### config.mk
export PLATFORM = sky130hd
export DESIGN_NAME = fr_dram_sched
export DESIGN_NICKNAME = d
export VERILOG_FILES = /design/src/rtl/fr_sched_pkg.sv /design/src/rtl/fr_bank_unit.sv /design/src/rtl/fr_channel_arb.sv /design/src/rtl/fr_dram_sched.sv
export SDC_FILE = /design/constraint.sdc
export NUM_CORES = 1
export LEC_CHECK = 0
export ABC_AREA = 1
export BUFFER_PORTS_ARGS = -buffer_cell sky130_fd_sc_hd__buf_2
export CAP_MARGIN = 25
export CORE_MARGIN = 2
export CORE_UTILIZATION = 40
export DETAILED_ROUTE_END_ITERATION = 10
export PLACE_DENSITY = 0.56
export SLEW_MARGIN = 25
export SYNTH_ARGS = -nofsm -noshare
export SYNTH_HDL_FRONTEND = slang
export SYNTH_SLANG_ARGS = --single-unit
### constraint.sdc
create_clock -name clk_i -period 13.72 [get_ports clk_i]
set_input_delay 0.686 -clock clk_i [delete_from_list [all_inputs] [get_ports clk_i]]
set_output_delay 0.686 -clock clk_i [all_outputs]
set_load 0.005 [all_outputs]
### src/rtl/fr_sched_pkg.sv
package fr_sched_pkg;
  localparam int SEQ_W = 8;
  typedef logic [SEQ_W-1:0] seq_t;

  typedef enum logic [2:0] {
    CMD_NOP = 3'd0,
    CMD_PRE = 3'd1,
    CMD_ACT = 3'd2,
    CMD_RD  = 3'd3,
    CMD_WR  = 3'd4
  } dram_cmd_e;

  // wrap-safe age compare: a older than b
  function automatic logic seq_older(input seq_t a, input seq_t b);
    seq_t d;
    d = a - b;
    return d[SEQ_W-1];
  endfunction

  function automatic logic is_col(input dram_cmd_e c);
    return (c == CMD_RD) || (c == CMD_WR);
  endfunction
endpackage

### src/rtl/fr_bank_unit.sv
module fr_bank_unit
  import fr_sched_pkg::*;
#(
  parameter int DEPTH  = 4,
  parameter int ROW_W  = 8,
  parameter int COL_W  = 6,
  parameter int CORE_W = 2,
  parameter int T_RCD  = 3,
  parameter int T_RP   = 3
) (
  input  logic              clk_i,
  input  logic              rst_ni,
  input  logic              push_i,
  input  logic [ROW_W-1:0]  push_row_i,
  input  logic [COL_W-1:0]  push_col_i,
  input  logic              push_we_i,
  input  logic [CORE_W-1:0] push_core_i,
  input  seq_t              push_seq_i,
  output logic              full_o,
  output logic              open_o,
  output logic              offer_vld_o,
  output dram_cmd_e         offer_cmd_o,
  output seq_t              offer_seq_o,
  output logic [ROW_W-1:0]  offer_row_o,
  output logic [COL_W-1:0]  offer_col_o,
  output logic [CORE_W-1:0] offer_core_o,
  input  logic              grant_i
);
  localparam int IDX_W = (DEPTH > 1) ? $clog2(DEPTH) : 1;
  localparam int RCD_W = $clog2(T_RCD + 1);
  localparam int RP_W  = $clog2(T_RP + 1);

  logic [DEPTH-1:0]  ent_vld;
  logic [ROW_W-1:0]  ent_row  [DEPTH];
  logic [COL_W-1:0]  ent_col  [DEPTH];
  logic              ent_we   [DEPTH];
  logic [CORE_W-1:0] ent_core [DEPTH];
  seq_t              ent_seq  [DEPTH];

  logic              open_vld;
  logic [ROW_W-1:0]  open_row;
  logic [RCD_W-1:0]  rcd_cnt;
  logic [RP_W-1:0]   rp_cnt;

  logic             hit_any, old_any;
  logic [IDX_W-1:0] hit_idx, old_idx, sel_idx, free_idx;
  logic             hit_sel;

  always_comb begin
    hit_any  = 1'b0;
    old_any  = 1'b0;
    hit_idx  = '0;
    old_idx  = '0;
    free_idx = '0;
    for (int i = DEPTH - 1; i >= 0; i--) begin
      if (!ent_vld[i]) free_idx = IDX_W'(i);
    end
    for (int i = 0; i < DEPTH; i++) begin
      if (ent_vld[i]) begin
        if (open_vld && (ent_row[i] == open_row) &&
            (!hit_any || seq_older(ent_seq[i], ent_seq[hit_idx]))) begin
          hit_any = 1'b1;
          hit_idx = IDX_W'(i);
        end
        if (!old_any || seq_older(ent_seq[i], ent_seq[old_idx])) begin
          old_any = 1'b1;
          old_idx = IDX_W'(i);
        end
      end
    end
    hit_sel = hit_any;
    sel_idx = hit_any ? hit_idx : old_idx;
  end

  // bank stage: offer only when bank timing is met
  always_comb begin
    offer_vld_o = 1'b0;
    offer_cmd_o = CMD_NOP;
    if (old_any) begin
      if (hit_sel) begin
        offer_cmd_o = ent_we[sel_idx] ? CMD_WR : CMD_RD;
        offer_vld_o = (rcd_cnt == '0);
      end else if (open_vld) begin
        offer_cmd_o = CMD_PRE;
        offer_vld_o = (rcd_cnt == '0);
      end else begin
        offer_cmd_o = CMD_ACT;
        offer_vld_o = (rp_cnt == '0);
      end
    end
  end

  assign offer_seq_o  = ent_seq[sel_idx];
  assign offer_row_o  = ent_row[sel_idx];
  assign offer_col_o  = ent_col[sel_idx];
  assign offer_core_o = ent_core[sel_idx];
  assign full_o       = &ent_vld;
  assign open_o       = open_vld;

  always_ff @(posedge clk_i or negedge rst_ni) begin
    if (!rst_ni) begin
      ent_vld  <= '0;
      open_vld <= 1'b0;
      open_row <= '0;
      rcd_cnt  <= '0;
      rp_cnt   <= '0;
      for (int i = 0; i < DEPTH; i++) begin
        ent_row[i]  <= '0;
        ent_col[i]  <= '0;
        ent_we[i]   <= 1'b0;
        ent_core[i] <= '0;
        ent_seq[i]  <= '0;
      end
    end else begin
      if (grant_i && offer_cmd_o == CMD_ACT) rcd_cnt <= RCD_W'(T_RCD - 1);
      else if (rcd_cnt != '0)                rcd_cnt <= rcd_cnt - 1'b1;
      if (grant_i && offer_cmd_o == CMD_PRE) rp_cnt <= RP_W'(T_RP - 1);
      else if (rp_cnt != '0)                 rp_cnt <= rp_cnt - 1'b1;

      if (grant_i) begin
        unique case (offer_cmd_o)
          CMD_PRE: open_vld <= 1'b0;
          CMD_ACT: begin
            open_vld <= 1'b1;
            open_row <= ent_row[sel_idx];
          end
          CMD_RD, CMD_WR: ent_vld[sel_idx] <= 1'b0;
          default: ;
        endcase
      end
      // free slot is never the popped slot
      if (push_i) begin
        ent_vld[free_idx]  <= 1'b1;
        ent_row[free_idx]  <= push_row_i;
        ent_col[free_idx]  <= push_col_i;
        ent_we[free_idx]   <= push_we_i;
        ent_core[free_idx] <= push_core_i;
        ent_seq[free_idx]  <= push_seq_i;
      end
    end
  end
endmodule

### src/rtl/fr_channel_arb.sv
module fr_channel_arb
  import fr_sched_pkg::*;
#(
  parameter int NB      = 4,
  parameter int T_CCD   = 2,
  parameter int T_BURST = 4
) (
  input  logic                  clk_i,
  input  logic                  rst_ni,
  input  logic      [NB-1:0]    offer_vld_i,
  input  dram_cmd_e [NB-1:0]    offer_cmd_i,
  input  seq_t      [NB-1:0]    offer_seq_i,
  output logic      [NB-1:0]    grant_o
);
  localparam int BANK_W = $clog2(NB);
  localparam int CCD_W  = $clog2(T_CCD + 1);
  localparam int BST_W  = $clog2(T_BURST + 1);

  logic [CCD_W-1:0]  ccd_cnt;
  logic [BST_W-1:0]  bst_cnt;
  logic              last_wr;
  logic              best_ok, elig, col_go, col_wr;
  logic [BANK_W-1:0] best_idx;

  always_comb begin
    best_ok  = 1'b0;
    best_idx = '0;
    grant_o  = '0;
    for (int b = 0; b < NB; b++) begin
      if (is_col(offer_cmd_i[b]))
        elig = offer_vld_i[b] && (ccd_cnt == '0) &&
               ((bst_cnt == '0) || ((offer_cmd_i[b] == CMD_WR) == last_wr));
      else
        elig = offer_vld_i[b];
      if (elig && (!best_ok || seq_older(offer_seq_i[b], offer_seq_i[best_idx]))) begin
        best_ok  = 1'b1;
        best_idx = BANK_W'(b);
      end
    end
    if (best_ok) grant_o[best_idx] = 1'b1;
    col_go = best_ok && is_col(offer_cmd_i[best_idx]);
    col_wr = offer_cmd_i[best_idx] == CMD_WR;
  end

  always_ff @(posedge clk_i or negedge rst_ni) begin
    if (!rst_ni) begin
      ccd_cnt <= '0;
      bst_cnt <= '0;
      last_wr <= 1'b0;
    end else if (col_go) begin
      ccd_cnt <= CCD_W'(T_CCD - 1);
      bst_cnt <= BST_W'(T_BURST - 1);
      last_wr <= col_wr;
    end else begin
      if (ccd_cnt != '0) ccd_cnt <= ccd_cnt - 1'b1;
      if (bst_cnt != '0) bst_cnt <= bst_cnt - 1'b1;
    end
  end
endmodule

### src/rtl/fr_dram_sched.sv
module fr_dram_sched
  import fr_sched_pkg::*;
#(
  parameter int NUM_BANKS   = 4,
  parameter int QUEUE_DEPTH = 4,
  parameter int ROW_W       = 8,
  parameter int COL_W       = 6,
  parameter int CORE_W      = 2,
  parameter int T_RCD       = 3,
  parameter int T_RP        = 3,
  parameter int T_CCD       = 2,
  parameter int T_BURST     = 4,
  localparam int BANK_W     = $clog2(NUM_BANKS)
) (
  input  logic              clk_i,
  input  logic              rst_ni,
  input  logic              req_valid_i,
  output logic              req_ready_o,
  input  logic [BANK_W-1:0] req_bank_i,
  input  logic [ROW_W-1:0]  req_row_i,
  input  logic [COL_W-1:0]  req_col_i,
  input  logic              req_we_i,
  input  logic [CORE_W-1:0] req_core_i,
  output logic [2:0]        cmd_o,
  output logic [BANK_W-1:0] cmd_bank_o,
  output logic [ROW_W-1:0]  cmd_row_o,
  output logic [COL_W-1:0]  cmd_col_o,
  output logic              done_valid_o,
  output logic [CORE_W-1:0] done_core_o,
  output logic [SEQ_W-1:0]  done_seq_o
);
  logic [NUM_BANKS-1:0]             bank_full, bank_open, bank_grant, offer_vld;
  dram_cmd_e [NUM_BANKS-1:0]        offer_cmd;
  seq_t [NUM_BANKS-1:0]             offer_seq;
  logic [NUM_BANKS-1:0][ROW_W-1:0]  offer_row;
  logic [NUM_BANKS-1:0][COL_W-1:0]  offer_col;
  logic [NUM_BANKS-1:0][CORE_W-1:0] offer_core;

  seq_t seq_q;
  logic accept;

  assign req_ready_o = !bank_full[req_bank_i];
  assign accept      = req_valid_i && req_ready_o;

  always_ff @(posedge clk_i or negedge rst_ni) begin
    if (!rst_ni)     seq_q <= '0;
    else if (accept) seq_q <= seq_q + 1'b1;
  end

  for (genvar b = 0; b < NUM_BANKS; b++) begin : g_bank
    fr_bank_unit #(
      .DEPTH (QUEUE_DEPTH), .ROW_W(ROW_W), .COL_W(COL_W), .CORE_W(CORE_W),
      .T_RCD (T_RCD), .T_RP(T_RP)
    ) i_bank (
      .clk_i       (clk_i),
      .rst_ni      (rst_ni),
      .push_i      (accept && (req_bank_i == BANK_W'(b))),
      .push_row_i  (req_row_i),
      .push_col_i  (req_col_i),
      .push_we_i   (req_we_i),
      .push_core_i (req_core_i),
      .push_seq_i  (seq_q),
      .full_o      (bank_full[b]),
      .open_o      (bank_open[b]),
      .offer_vld_o (offer_vld[b]),
      .offer_cmd_o (offer_cmd[b]),
      .offer_seq_o (offer_seq[b]),
      .offer_row_o (offer_row[b]),
      .offer_col_o (offer_col[b]),
      .offer_core_o(offer_core[b]),
      .grant_i     (bank_grant[b])
    );
  end

  fr_channel_arb #(.NB(NUM_BANKS), .T_CCD(T_CCD), .T_BURST(T_BURST)) i_chan (
    .clk_i      (clk_i),
    .rst_ni     (rst_ni),
    .offer_vld_i(offer_vld),
    .offer_cmd_i(offer_cmd),
    .offer_seq_i(offer_seq),
    .grant_o    (bank_grant)
  );

  dram_cmd_e         nxt_cmd;
  logic [BANK_W-1:0] nxt_bank;
  logic [ROW_W-1:0]  nxt_row;
  logic [COL_W-1:0]  nxt_col;
  logic [CORE_W-1:0] nxt_core;
  seq_t              nxt_seq;

  always_comb begin
    nxt_cmd  = CMD_NOP;
    nxt_bank = '0;
    nxt_row  = '0;
    nxt_col  = '0;
    nxt_core = '0;
    nxt_seq  = '0;
    for (int b = 0; b < NUM_BANKS; b++) begin
      if (bank_grant[b]) begin
        nxt_cmd  = offer_cmd[b];
        nxt_bank = BANK_W'(b);
        nxt_row  = offer_row[b];
        nxt_col  = offer_col[b];
        nxt_core = offer_core[b];
        nxt_seq  = offer_seq[b];
      end
    end
  end

  always_ff @(posedge clk_i or negedge rst_ni) begin
    if (!rst_ni) begin
      cmd_o        <= CMD_NOP;
      cmd_bank_o   <= '0;
      cmd_row_o    <= '0;
      cmd_col_o    <= '0;
      done_valid_o <= 1'b0;
      done_core_o  <= '0;
      done_seq_o   <= '0;
    end else begin
      cmd_o        <= nxt_cmd;
      cmd_bank_o   <= nxt_bank;
      cmd_row_o    <= nxt_row;
      cmd_col_o    <= nxt_col;
      done_valid_o <= is_col(nxt_cmd);
      done_core_o  <= nxt_core;
      done_seq_o   <= nxt_seq;
    end
  end
endmodule

==> results.json <==
{
  "status": "finished clean",
  "grt_pass1_vias": 25700,
  "max_stage_delay_ns": 0.67,
  "nNetsFinal": 4105,
  "ctsLongestPathBuffers": 3,
  "synth_top_cell_by_area": "dfrtp_1",
  "die_area_mm2": 0.0777,
  "die_y_um": 279,
  "arrival_ns": 12.62,
  "max_freq_mhz": 82.7,
  "drive_above_1_share_pct": 7.56,
  "fin_crit_ns": 12.09,
  "antenna_found_initial": 9,
  "setup_ws_ns": 1.63,
  "synth_area_leaders": "dfrtp_1 (42%), nand2_1 (14%), o21ai_0 (9.6%), ha_1 (6.2%), inv_1 (4.3%)",
  "worst_setup_path_end_kind": "flip-flop",
  "r2r_start": "g_bank[1].i_bank.ent_seq[30]",
  "drt_first_pass_iters": 8,
  "path_class": "flip-flop to flip-flop",
  "grt_first_pass_wirelength_mm": 163,
  "r2r-end": "g_bank[2].i_bank.open_row[6]",
  "worst_pin_slew_ns": 1.08,
  "initial_core_util_pct": 40.5,
  "synth_top_cell_area_share_pct": 42.4,
  "viasPerCell": 5.54,
  "cts_resized": 0,
  "setup_viol_count_final": 0,
  "reg2regPathDepth": 67,
  "setup_tns_ns": 0,
  "syn_inst": 3967,
  "finalHoldViolCount": 0,
  "globalRouteOverflowTotal": 0,
  "grt_setup_unrepaired": "no",
  "clock-sinks": 512,
  "h-tree-depth": 2,
  "syn_area_mm2": 0.0302,
  "root_buffer": "clkbuf_16",
  "crit_required_ns": 14.25,
  "vias": 27500,
  "synth_enable_flop_cells": 0,
  "post_cts_buffers": 0,
  "synth_flop_cell": "dfrtp_1",
  "dp_hpwl_mm": 76.2,
  "cts-buffers-inserted": 58,
  "track_usage_pct": 27.4,
  "die_w_um": 279,
  "drv_cap": 0,
  "portBuffers": 52,
  "wl_per_cell_um": 21.5,
  "clkTransAtPathRegs_ns": 0.06,
  "drc": 0,
  "cp_common_cell": "nand2_1",
  "io_pins": 53,
  "synth-warning-count": 0,
  "grt_max_degree": 166,
  "period_share_pct": 88.1,
  "cpMaxStageDelayCell": "o221ai_1",
  "hold_buffers": 0,
  "finalMaxSlewViolations": 0,
  "num_rows": 100,
  "syn_avg_cell_area_um2": 7.61,
  "dp_worst_setup_slack_ns": 1.69,
  "async_flop_share_pct": 100,
  "tritoncts": "built",
  "clkLatencyLatePin_ns": 0.64,
  "place_congestion": 0.958,
  "regToRegSetupSlack_ns": 1.63,
  "drtIter0Drc": 2597,
  "min-delay-path-class": "input pin to async pin",
  "yosysSeqAreaShare_pct": 42.4,
  "routed_wl_mm": 106,
  "start_kind": "flip-flop",
  "cp_max_fo": 28,
  "final_antenna_net_count": 0,
  "ys_types": 59,
  "area_growth_pct": 10.6,
  "nFillCells": 7610,
  "worst_slew_margin_rel_pct": 27.7,
  "core_mm2": 0.0746,
  "synth_nets": 4138,
  "fin_skew_ns": 0.0252,
  "ys_ff_latch": 512
}
==> cells by family (layout without fill, tap and decap cells) <==
logic type	Yosys count	count (layout)	synth area share [%]
muxes	2	2	0.0746
adders and majority gates	149	149	6.17
DFF	512	512	42.4
buffers and inverters	571	587	7.38
xor gates and xnor gates	62	62	1.80
and+or+nand+nor	1729	1729	24.3
other	0	1	0
AOI/OAI and AO/OA	942	942	17.9
==> routing by layer <==
metal | GRT usage (%) | share of wire, % | up-vias
met3 | 3.12 | 6.4 | 136
met1 | 40.5 | 47 | 13200
met5 | 0 | 0 | -
met4 | 7.04 | 2.5 | 0
met2 | 42.5 | 44 | 906
li1 | - | - | 13200
==> critical path, delay by kind of cell (launching register included) <==
kind	cells	cell delay, ns
simple gates	37	4.85
compound gates	16	3.82
fa+ha+maj	6	1.76
buf+inv	7	0.78
flops	1	0.37
mux	1	0.35
==> metrics by stage <==
stage	cell area, um2	std cells	hold slack (ns)	utilization (%)
2_1_floorplan	30200	3967	0.390	-
3_3_place_gp	31200	4839	0.454	41.9
3_5_place_dp	31200	4840	0.456	41.9
4_1_cts	33300	4949	0.135	44.7
5_1_grt	33400	4952	0.180	44.8
6_report	33400	4953	0.123	44.8
==> flip-flops by register name, summed over array words and instances (netlist names), 16 cells and up <==
register	cells
g_bank.i_bank.ent_vld	16
g_bank.i_bank.ent_we	16
g_bank.i_bank.open_row	32
g_bank.i_bank.ent_col	96
g_bank.i_bank.ent_seq	128
g_bank.i_bank.ent_row	128
g_bank.i_bank.ent_core	32
==> cell type report <==
type | instances | area, um2 | share of cell area (%)
Timing Repair Buffer | 92 | 622 | 1.86
Sequential cell | 512 | 12800 | 38.4
Clock inverter | 27 | 353 | 1.06
Antenna cell | 1 | 2.50 | 0.00749
Clock buffer | 82 | 1720 | 5.16
Inverter | 386 | 1460 | 4.36
Multi-Input combinational cell | 2884 | 15200 | 45.6
Tap cell | 969 | 1210 | 3.63
==> cell usage in the layout (no fill, tap or decap), drive strengths merged, types with 2 or more instances in the layout <==
cell         n
o2111ai     11
inv        383
o221ai      43
nand4       36
nor3        43
nand3b      17
or3          3
clkinvlp     5
o31ai        5
a211oi      18
a22oi       55
xnor2       22
o21ai      606
buf         92
clkbuf      82
ha         149
nand3      188
bufinv       7
o22a        15
nor3b        2
a2111oi      3
clkinv      18
a22o        16
dfrtp      512
or2         16
nor4        39
o22ai       16
nor2       217
a31oi        5
nor4b        3
xor2        40
a221oi       4
nand2     1162
o211ai      29
mux2         2
a21oi      111
==> cells in the mapped netlist, drive strengths merged, types with 17 or more instances <==
master	count
dfrtp	512
nand3	188
o221ai	43
buf	30
xor2	40
nor4	39
xnor2	22
o211ai	29
nor3	43
inv	380
o21ai	606
nand4	36
nand3b	17
clkbuf	155
a211oi	18
ha	149
a22oi	55
a21oi	111
nand2	1162
nor2	217
==> worst max-delay path by stage <==
stage	from	endpoint	slack, ns	cells past startpoint
2_1_floorplan	g_bank[1].i_bank.ent_seq[22]	g_bank[1].i_bank.rcd_cnt[0]	3.62	76
3_3_place_gp	g_bank[1].i_bank.ent_seq[30]	g_bank[2].i_bank.open_row[4]	1.81	67
6_report	g_bank[1].i_bank.ent_seq[30]	g_bank[2].i_bank.open_row[6]	1.63	67
5_1_grt	g_bank[1].i_bank.ent_seq[26]	g_bank[3].i_bank.open_row[7]	0.37	64
4_1_cts	g_bank[1].i_bank.ent_seq[30]	g_bank[2].i_bank.open_row[4]	1.69	65
3_5_place_dp	g_bank[1].i_bank.ent_seq[30]	g_bank[2].i_bank.open_row[4]	1.69	65
Power is not shown: default switching activity piles up to over one toggle a cycle in this logic, so the estimate is an artifact.
